<file path="src/rtl/irq_nest_ctrl.sv">
module irq_nest_ctrl #(
  parameter int NUM_VEC  = 9,
  parameter int LINES    = 3,
  parameter int TOP_VECS = 2,
  parameter int STK_D    = 3,
  parameter int ADDR_W   = 16,
  parameter int VEC_BASE = 3,
  parameter int VEC_STEP = 8
) (
  input  logic                     clk,
  input  logic                     rst_n,
  input  logic [NUM_VEC*LINES-1:0] irq_lines,
  input  logic [NUM_VEC-1:0]       vec_en,
  input  logic [NUM_VEC-1:0]       vec_hi,
  input  logic                     reti_i,
  output logic                     take_o,
  output logic [ADDR_W-1:0]        vec_addr_o,
  output logic [1:0]               cur_lvl_o
);
  localparam int IDX_W = $clog2(NUM_VEC);
  localparam logic [1:0] L_IDLE = 2'd0, L_LOW = 2'd1, L_HIGH = 2'd2, L_TOP = 2'd3;

  logic [NUM_VEC-1:0] req;
  logic [1:0]         vlvl [NUM_VEC];
  logic [1:0]         cur;
  logic [1:0]         stk  [STK_D];
  logic [1:0]         win_lvl;
  logic [IDX_W-1:0]   win_idx;
  logic               pop, hit;

  for (genvar v = 0; v < NUM_VEC; v++) begin : g_vec
    localparam logic [1:0] HI_LVL = (v < TOP_VECS) ? L_TOP : L_HIGH;
    assign req[v]  = |irq_lines[v*LINES +: LINES] & vec_en[v];
    assign vlvl[v] = vec_hi[v] ? HI_LVL : L_LOW;
  end

  always_comb begin
    win_lvl = L_IDLE;
    win_idx = '0;
    for (int v = NUM_VEC - 1; v >= 0; v--) begin
      if (req[v] && vlvl[v] > cur && vlvl[v] >= win_lvl) begin
        win_lvl = vlvl[v];
        win_idx = IDX_W'(v);
      end
    end
  end

  assign pop = reti_i && cur != L_IDLE;
  assign hit = !reti_i && win_lvl != L_IDLE;

  always_ff @(posedge clk or negedge rst_n) begin
    if (!rst_n) begin
      cur        <= L_IDLE;
      take_o     <= 1'b0;
      vec_addr_o <= '0;
      for (int i = 0; i < STK_D; i++) stk[i] <= L_IDLE;
    end else begin
      take_o <= hit;
      if (pop) begin
        cur <= stk[0];
        for (int i = 0; i < STK_D - 1; i++) stk[i] <= stk[i+1];
        stk[STK_D-1] <= L_IDLE;
      end else if (hit) begin
        cur        <= win_lvl;
        vec_addr_o <= ADDR_W'(VEC_BASE) + ADDR_W'(win_idx) * ADDR_W'(VEC_STEP);
        stk[0]     <= cur;
        for (int i = 1; i < STK_D; i++) stk[i] <= stk[i-1];
      end
    end
  end

  assign cur_lvl_o = cur;
endmodule

</file>
<file path="config.mk">
export PLATFORM = sky130hd
export DESIGN_NAME = irq_nest_ctrl
export DESIGN_NICKNAME = d
export VERILOG_FILES = /design/src/rtl/irq_nest_ctrl.sv
export SDC_FILE = /design/constraint.sdc
export NUM_CORES = 1
export LEC_CHECK = 0
export ABC_AREA = 1
export BUFFER_PORTS_ARGS = -buffer_cell sky130_fd_sc_hd__buf_4
export CAP_MARGIN = 40
export CORE_ASPECT_RATIO = 0.75
export CORE_MARGIN = 2
export CORE_UTILIZATION = 50
export CTS_CLUSTER_DIAMETER = 30
export DETAILED_ROUTE_END_ITERATION = 16
export GPL_TIMING_DRIVEN = 0
export PLACE_DENSITY = 0.81
export SLEW_MARGIN = 20
export SYNTH_ARGS = -nofsm -noshare
export SYNTH_HDL_FRONTEND = slang
export SYNTH_SLANG_ARGS = --single-unit
export TNS_END_PERCENT = 50
</file>
<file path="constraint.sdc">
create_clock -name clk -period 8.31 [get_ports clk]
set_input_delay 0.831 -clock clk [delete_from_list [all_inputs] [get_ports clk]]
set_output_delay 0.831 -clock clk [all_outputs]
set_load 0.01 [all_outputs]
</file>
[Yosys cells after proc, flatten, opt, wreduce, memory -nomap -nowiden]
Index checks and enable logic that the tools add are counted.
Storage, ports and cells
  flip-flop bits (word level): 25
  input port bits: 48
  output and inout port bits: 19
  word-level logic and storage cells: 100
Operators by class
  add/subtract/negate cells: 1
  magnitude comparators: 18
  multiplexer cells: 31
  bitwise operators: 10
  reduce and logical (&&, ||, !) cells: 34
Operator list (count)
  $mux W2: 20
  $mux W4: 9
  $reduce_or A3 Y1: 9
  $logic_and A1 B1 Y1: 20
  $gt A2 B2 Y1: 9
  $ge A2 B2 Y1: 8
  $mux W6: 2
  $and A1 B1 Y1: 9
  $add A2 B7 Y8 const A: 1
  $reduce_bool A2 Y1: 3
  $ge A2 B1 Y1 const B: 1
  $reduce_and A2 Y1: 1
  $logic_not A1 Y1: 1
  $not A1 Y1: 1

[Logic depth before layout (Yosys ltp)]
Gate-level depths: netlist (run 1).
  depth after elaboration: 33
  depth in mapped cells: 58
  gate-level depth less buffers: 58

[Worst setup path before layout (run 1)]
No wires, ideal clock.
  path type: input to register
  from: in vec_hi[8]
  to: reg vec_addr_o[1]
  setup time: 0.124 ns
  data arrival time: 6.696 ns
  data required time: 8.186 ns
  setup slack: 1.489 ns
  stages: 46
  cell sequence: ha_1 a21boi_2 nand3_1 nor2_1 ha_1 nand2_1 nand3_2 nand4_1 nand2_1 nand2_1 ha_1 o21ai_1 nand2_1 nand3b_1 nand3_1 nand2_1 inv_1 ha_1 [... 10 more ...] nand2_2 inv_1 ha_1 o31ai_1 clkinv_1 nand2_1 nand2_2 nand2_2 inv_1 ha_1 o31a_1 nand2_1 nand2_2 nand2_2 nand3_4 nand2_4 inv_2 or2_1
Between the ends
  longest elaborated chain between the ends: 32
Ends and longest elaborated chain
  from (decl): RTL line 14  | input logic [NUM_VEC-1:0] vec_hi,
  $mux W2 *: RTL line 34  | assign vlvl[v] = vec_hi[v] ? HI_LVL : L_LOW;
  $gt A2 B2 Y1: RTL line 41  | if (req[v] && vlvl[v] > cur && vlvl[v] >= win_lvl) begin
  $logic_and A1 B1 Y1 (2 in series): RTL line 41
  $mux W2 *: RTL line 41
  $ge A2 B2 Y1: RTL line 41
  $logic_and A1 B1 Y1: RTL line 41
  $mux W2 *: RTL line 41
  $ge A2 B2 Y1: RTL line 41
  [... 16 more ...]
  $mux W2 *: RTL line 41
  $ge A2 B2 Y1: RTL line 41
  $logic_and A1 B1 Y1: RTL line 41
  $mux W2 *: RTL line 41
  $reduce_bool A2 Y1 *: RTL line 49  | assign hit = !reti_i && win_lvl != L_IDLE;
  $logic_and A1 B1 Y1 *: RTL line 49
  net hit: RTL line 29  | logic pop, hit;
  $reduce_and A2 Y1 (no source line) *
  to (signal assigned): RTL line 65  | vec_addr_o <= ADDR_W'(VEC_BASE) + ADDR_W'(win_idx) * ADDR_W'(VEC_STEP);
  to (decl): RTL line 17  | output logic [ADDR_W-1:0] vec_addr_o,
Mark *: on every way through the listed nets, which the timed path passes. The rest lies on a longest branch.
A chain may end at the register's enable or synchronous reset.

[Worst setup path after layout (run 1)]
  from: reg cur[1] (netlist: cur_lvl_o[1])
  to: reg vec_addr_o[1]
Between the ends
  longest elaborated chain between the ends: 31
Ends and longest elaborated chain
  from (decl): RTL line 25  | logic [1:0] cur;
  from (signal assigned): RTL line 60  | cur <= stk[0];
  from (signal assigned): RTL line 64  | cur <= win_lvl;
  $gt A2 B2 Y1: RTL line 41
  $logic_and A1 B1 Y1 (2 in series): RTL line 41
  $mux W2: RTL line 41
  $ge A2 B2 Y1: RTL line 41
  $logic_and A1 B1 Y1: RTL line 41
  $mux W2: RTL line 41
  $ge A2 B2 Y1: RTL line 41
  $logic_and A1 B1 Y1: RTL line 41
  [... 15 more ...]
  $mux W2: RTL line 41
  $ge A2 B2 Y1: RTL line 41
  $logic_and A1 B1 Y1: RTL line 41
  $mux W2 *: RTL line 41
  $reduce_bool A2 Y1 *: RTL line 49
  $logic_and A1 B1 Y1 *: RTL line 49
  net hit: RTL line 29
  $reduce_and A2 Y1 (no source line) *
Marked as above.

==> results by group, run 1 <==
Status
  – Status: completed

STA
  – Hold slack: 420 ps
  – Fin Setup TNS: 0 ps
  – Fin crit share: 0.906
  – Clock skew: 2.69 ps
  – Final Hold Viols: 0
  – Final worst path period need: 7530 ps
  – Max-slew violations: 0
  – Tightest Pin Transition: 603 ps
  – Final setup fails: 0
  – RSZ-0062 raised after global routing: false
  – Max frequency: 133 MHz
  – Relative slew slack: 0.598

Final layout
  – Post-layout nets: 403
  – FF+latch area: 350 sq um
  – P&R area growth vs syn: 31.3%
  – Layout Cells excl Fill: 370
  – Final instance area: 0.00235 sq mm
  – # fillers: 299
  – Multi-input logic area: 0.00124 sq mm
  – Ratio of cells with drive above 1 in the final layout: 0.318
  – # diodes: 0

GRT
  – Grt ovf: 0
  – Vias in the first global route: 1,604
  – Total global-route track usage: 0.200
  – Pin count of the biggest net entering global routing: 15
  – First-pass GRT wire length: 6600 microns
  – Initial antenna violation count: 0

Clocking
  – # resized after CTS: 0
  – Clock root buffer: clkbuf_8
  – CTS tree: built
  – Worst-path clk slew: 60 ps
  – Number of post-CTS setup repair buffers: 0
  – Clk sink count: 14
  – CTS Hold Bufs: 0
  – Clk Latency, worst-skew pair: 250 ps
  – Num CTS Buffers: 3
  – H-tree depth: 1
  – CTS max path bufs: 2

Setup path
  – FF-to-FF End: vec_addr_o[1]
  – Worst Setup Path Type: register to register
  – Critical Path Fanout Max: 11
  – Required time worst endpoint: 8450 ps
  – Crit Reg-Reg Startpoint: cur_lvl_o[1]
  – Critical-path top delay cell: dfrtp_1
  – Most frequent CP cell: nand2_2
  – Kind of end point of the critical path: register
  – Setup crit end: vec_addr_o[1]
  – Crit path from: cur_lvl_o[1]
  – FF-to-FF path depth: 48
  – Crit path DAT: 7660 ps
  – CP peak stage delay: 400 ps
  – Worst setup SP type: register
  – Reg2Reg Setup Slack: 780 ps

Floorplan
  – DIE AREA: 0.00408 sq mm
  – Initial Util: 0.533
  – # IOs: 67
  – Core box area: 0.00336 sq mm
  – Std cell rows: 18
  – Die Y: 55.8 microns
  – Die width: 73.1 microns

Power
  – Net Sw Power: 0.328 mW
  – Pwr dens: 279 mW/mm^2
  – Clock share of power: 0.101
  – Maximum VDD drop: 0.000199 V
  – Pint: 0.328 mW
  – Pleak: 1.33 nW
  – Fraction of power consumed by sequential logic: 0.184
  – Combinational Power Share: 0.714
  – Switching power share of the total: 0.500

Yosys
  – Number of flops mapped to enable cells by yosys: 0
  – Top_reg_cell synth: dfrtp_1
  – Syn Area/Cell: 6.86 sq um
  – Mapped Cells: 261
  – #FFs+latches synth: 14
  – Sequential fraction of the synthesis area: 0.196
  – Yosys cell types: 34
  – Post-Syn Area: 0.00179 sq mm
  – Yosys warns: 0
  – Async S/R FF share, synth: 1.00

Placed design
  – Post-DP HPWL: 3190 microns
  – GP Congestion: 0.810
  – Input/output buffers: 56
  – Placed Area: 0.00229 sq mm
  – Number of placed cells counting well taps: 366

Drt
  – Average vias per placed instance: 4.89
  – Via count: 1,811
  – TritonRoute pass-1 iters: 4
  – DRT Wirelength: 3860 microns
  – Drt wl/cell: 10.4 microns
  – Drc violations: 0
  – ANT nets after route: 0
  – 1st-iter DRT viols: 66

Job
  – Number of max-cap violations: 0

Hold path
  – Worst Hold Class: input port to asynchronous set/reset pin
layout make-up:
cell class / count / area share
Tap cell: 40 / 0.0213
Timing Repair Buffer: 56 / 0.179
Buffer: 12 / 0.0400
Multi-Input combinational cell: 206 / 0.526
Inverter: 38 / 0.0607
Sequential cell: 14 / 0.149
Clock buffer: 4 / 0.0234
power groups by stage:
stage | logic, mW | clock network (mW) | registers, mW
floorplan | 0.354 | 0 | 0.121
global placement | 0.454 | 0 | 0.121
detailed placement | 0.468 | 0 | 0.122
CTS | 0.471 | 0.0673 | 0.121
global route | 0.542 | 0.0709 | 0.125
finish | 0.469 | 0.0665 | 0.121
cells in the mapped netlist, types with 6 or more instances:
cell / n / share of area
o21ai_0: 6 / 0.017
nor2_1: 6 / 0.013
ha_1: 24 / 0.17
buf_4: 11 / 0.046
nand4_1: 6 / 0.021
inv_1: 32 / 0.067
a21oi_1: 10 / 0.028
nand2_2: 16 / 0.056
nor3_1: 11 / 0.031
nand2_1: 77 / 0.16
dfrtp_1: 14 / 0.20
nand3_1: 16 / 0.045
critical path, delay by kind of cell (launching register included):
family	cells	cell delay, ps
simple gates	29	3240
fa+ha+maj	7	1940
compound gates	5	1070
buf+inv	7	750
flops	1	400
kinds of logic (layout without fill, tap and decap cells):
logic type	after synthesis	in the layout	share of synthesized area
flops	14	14	0.196
compound gates	27	27	0.0965
buf+inv	50	110	0.132
simple gates	145	145	0.406
other cells	1	10	0.00210
fa+ha+maj	24	24	0.168
cells in the final DEF, fill, tap and decap left out, drive strengths merged, types with 4 or more instances in the layout:
cell type and count:
nand2 94, buf 68, inv 35, ha 24
nand3 20, dfrtp 14, nor3 11, a21oi 10
conb 10, o21ai 10, nor2 9, nand4 6
clkbuf 4
sequential cells by signal, summed over array words and instances, names as in the netlist:
signal / flops
cur_lvl_o: 2
stk: 6
take_o: 1
vec_addr_o: 5
worst min path at each step:
| stage | end | slack (ps) | depth (start not counted) |
|---|---|---|---|
| 3_3_place_gp | vec_addr_o[3] | 470 | 2 |
| 4_1_cts | vec_addr_o[4] | 420 | 1 |
| 6_report | vec_addr_o[4] | 420 | 1 |
| 2_1_floorplan | cur_lvl_o[1] | 460 | 2 |
| 5_1_grt | take_o | 430 | 1 |
| 3_5_place_dp | vec_addr_o[3] | 470 | 2 |
routing by layer:
layer | track usage | vias up | wire length (microns)
met5 | 0 | - | 0
met4 | 0.0476 | 0 | 42
met3 | 0.0344 | 5 | 237
met2 | 0.302 | 59 | 1670
met1 | 0.294 | 773 | 1920
li1 | - | 974 | -
stage by stage:
step | power [mW] | util | worst slack [ps]
global route | 0.738 | 0.700 | 112
finish | 0.656 | 0.700 | 783
floorplan | 0.476 | - | 1490
detailed placement | 0.589 | 0.683 | 643
CTS | 0.659 | 0.700 | 816
global placement | 0.575 | 0.683 | 799
(Power assumes the default switching activity.)
==> run 2, diff against run 1 <==
--- a/config.mk
+++ b/config.mk
@@ -11,6 +11,7 @@
 export CORE_ASPECT_RATIO = 0.75
 export CORE_MARGIN = 2
 export CORE_UTILIZATION = 50
+export CTS_BUF_LIST = sky130_fd_sc_hd__clkbuf_16
 export CTS_CLUSTER_DIAMETER = 30
 export DETAILED_ROUTE_END_ITERATION = 16
 export GPL_TIMING_DRIVEN = 0
==> run 2 against run 1 <==
Critical endpoint unchanged. Highest routed layer unchanged. Critical path type unchanged. Sequential share of layout area fell by 0.15 points. Register-to-register slack improved by 30 ps. Clock power rose by 35%. Largest power group unchanged. Sequential cell count did not move.
==> results by group, run 2 (synthesized netlist as in run 1, its figures left out) <==
Job
  – Number of max-cap violations: 0

Clocking
  – Number of post-CTS setup repair buffers: 0
  – CTS max path bufs: 2
  – Clk sink count: 14
  – # resized after CTS: 0
  – Clock root buffer: clkbuf_16
  – Worst-path clk slew: 50 ps
  – CTS tree: built
  – Num CTS Buffers: 3
  – H-tree depth: 1
  – CTS Hold Bufs: 0
  – Clk Latency, worst-skew pair: 240 ps

Placed design
  – GP Congestion: 0.810
  – Post-DP HPWL: 3190 microns
  – Pre-CTS setup slack: 643 ps
  – Input/output buffers: 56
  – Number of placed cells counting well taps: 366

Setup path
  – FF-to-FF path depth: 48
  – Worst setup SP type: register
  – CP peak stage delay: 390 ps
  – Crit path buffers/inverters: 7
  – Most frequent CP cell: nand2_2
  – Worst path depth: 48
  – Required time worst endpoint: 8440 ps
  – Worst Setup Path Type: register to register
  – Crit path DAT: 7620 ps
  – Critical-path top delay cell: dfrtp_1
  – Critical Path Fanout Max: 11
  – Kind of end point of the critical path: register
  – Kind of cell adding the most delay to the critical path: simple AND/OR/NAND/NOR gates

Drt
  – TritonRoute pass-1 iters: 6
  – DRT Wirelength: 3890 microns
  – ANT nets after route: 0
  – Drc violations: 0
  – Via count: 1,821
  – Average vias per placed instance: 4.92
  – Drt wl/cell: 10.5 microns
  – 1st-iter DRT viols: 91

Power
  – Maximum VDD drop: 0.000219 V
  – Pleak: 1.34 nW
  – Pwr dens: 287 mW/mm^2

Floorplan
  – Std cell rows: 18
  – # IOs: 67
  – Core box area: 0.00336 sq mm
  – Die Y: 55.8 microns
  – Initial Util: 0.533
  – DIE AREA: 0.00408 sq mm
  – Die width: 73.1 microns

STA
  – Fin Setup TNS: 0 ps
  – Final worst path period need: 7490 ps
  – Max-slew violations: 0
  – Tightest Pin Transition: 597 ps
  – Final setup fails: 0
  – Final Hold Viols: 0
  – Hold slack: 428 ps
  – Setup WS post-layout: 817 ps
  – Max frequency: 133 MHz
  – Relative slew slack: 0.602
  – Fin crit share: 0.902
  – RSZ-0062 raised after global routing: false
  – Clock skew: 4.41 ps

Final layout
  – # fillers: 292
  – Final core occ: 0.707
  – P&R area growth vs syn: 32.6%
  – Layout Cells excl Fill: 370
  – Most flops, register: stk
  – Max reg flops: 6
  – Ratio of cells with drive above 1 in the final layout: 0.315
  – # diodes: 0
  – Post-layout nets: 403
  – Commonest cells after routing, fill and taps aside: nand2_1, buf_4, inv_1
  – Commonest non-fill, non-tap cell in the layout: nand2_1

GRT
  – First-pass GRT wire length: 6650 microns
  – Pin count of the biggest net entering global routing: 15
  – Initial antenna violation count: 0
  – Vias in the first global route: 1,620
  – Total global-route track usage: 0.200
  – Grt ovf: 0

Hold path
  – Worst Hold Class: input port to asynchronous set/reset pin

Status
  – Status: completed
## run 2: path summary, 6_finish.rpt
kind / from / end / slack, ps
worst max-delay path: cur_lvl_o[1] / vec_addr_o[1] / 820
worst min-delay path: rst_n / vec_addr_o[3] / 430
worst max register to register: cur_lvl_o[1] / vec_addr_o[1] / 820
worst min register to register: vec_addr_o[3] / vec_addr_o[3] / 480
max in group asynchronous: rst_n / cur_lvl_o[1] / 7710
min in group clk: vec_addr_o[3] / vec_addr_o[3] / 480
## run 2: layout make-up
cell class / count / area [sq um] / share of cell area
Multi-Input combinational cell: 206 / 1240 / 0.521
Timing Repair Buffer: 56 / 420 / 0.177
Sequential cell: 14 / 350 / 0.148
Inverter: 38 / 143 / 0.0601
Buffer: 12 / 93.8 / 0.0396
Clock buffer: 3 / 75.1 / 0.0316
Tap cell: 40 / 50.0 / 0.0211
Clock inverter: 1 / 3.75 / 0.00158
## run 2: routing by layer
layer / wire length [microns] / GRT usage
met5: 0 / 0
met4: 11 / 0.0159
met3: 239 / 0.0399
met2: 1740 / 0.317
met1: 1900 / 0.291
## run 2: metrics by stage
stage / total power, mW / area [sq um]
detailed placement: 0.589 / 2290
global placement: 0.575 / 2290
global route: 0.763 / 2370
finish: 0.681 / 2370
floorplan: 0.476 / 1820
CTS: 0.686 / 2370
## run 2: power by group
group | internal [mW] | switching, mW
combinational | 0.191 | 0.280
sequential | 0.0960 | 0.0252
clock | 0.0635 | 0.0263
## run 2: worst register-to-register path, delay by kind of cell (launching register included)
| kind | cells | cell delay, ps |
|---|---|---|
| flip-flops | 1 | 390 |
| AND/OR/NAND/NOR | 29 | 3250 |
| buffers and inverters | 7 | 750 |
| AO/OA/AOI/OAI | 5 | 1060 |
| adder cells (fa/ha/maj) | 7 | 1930 |
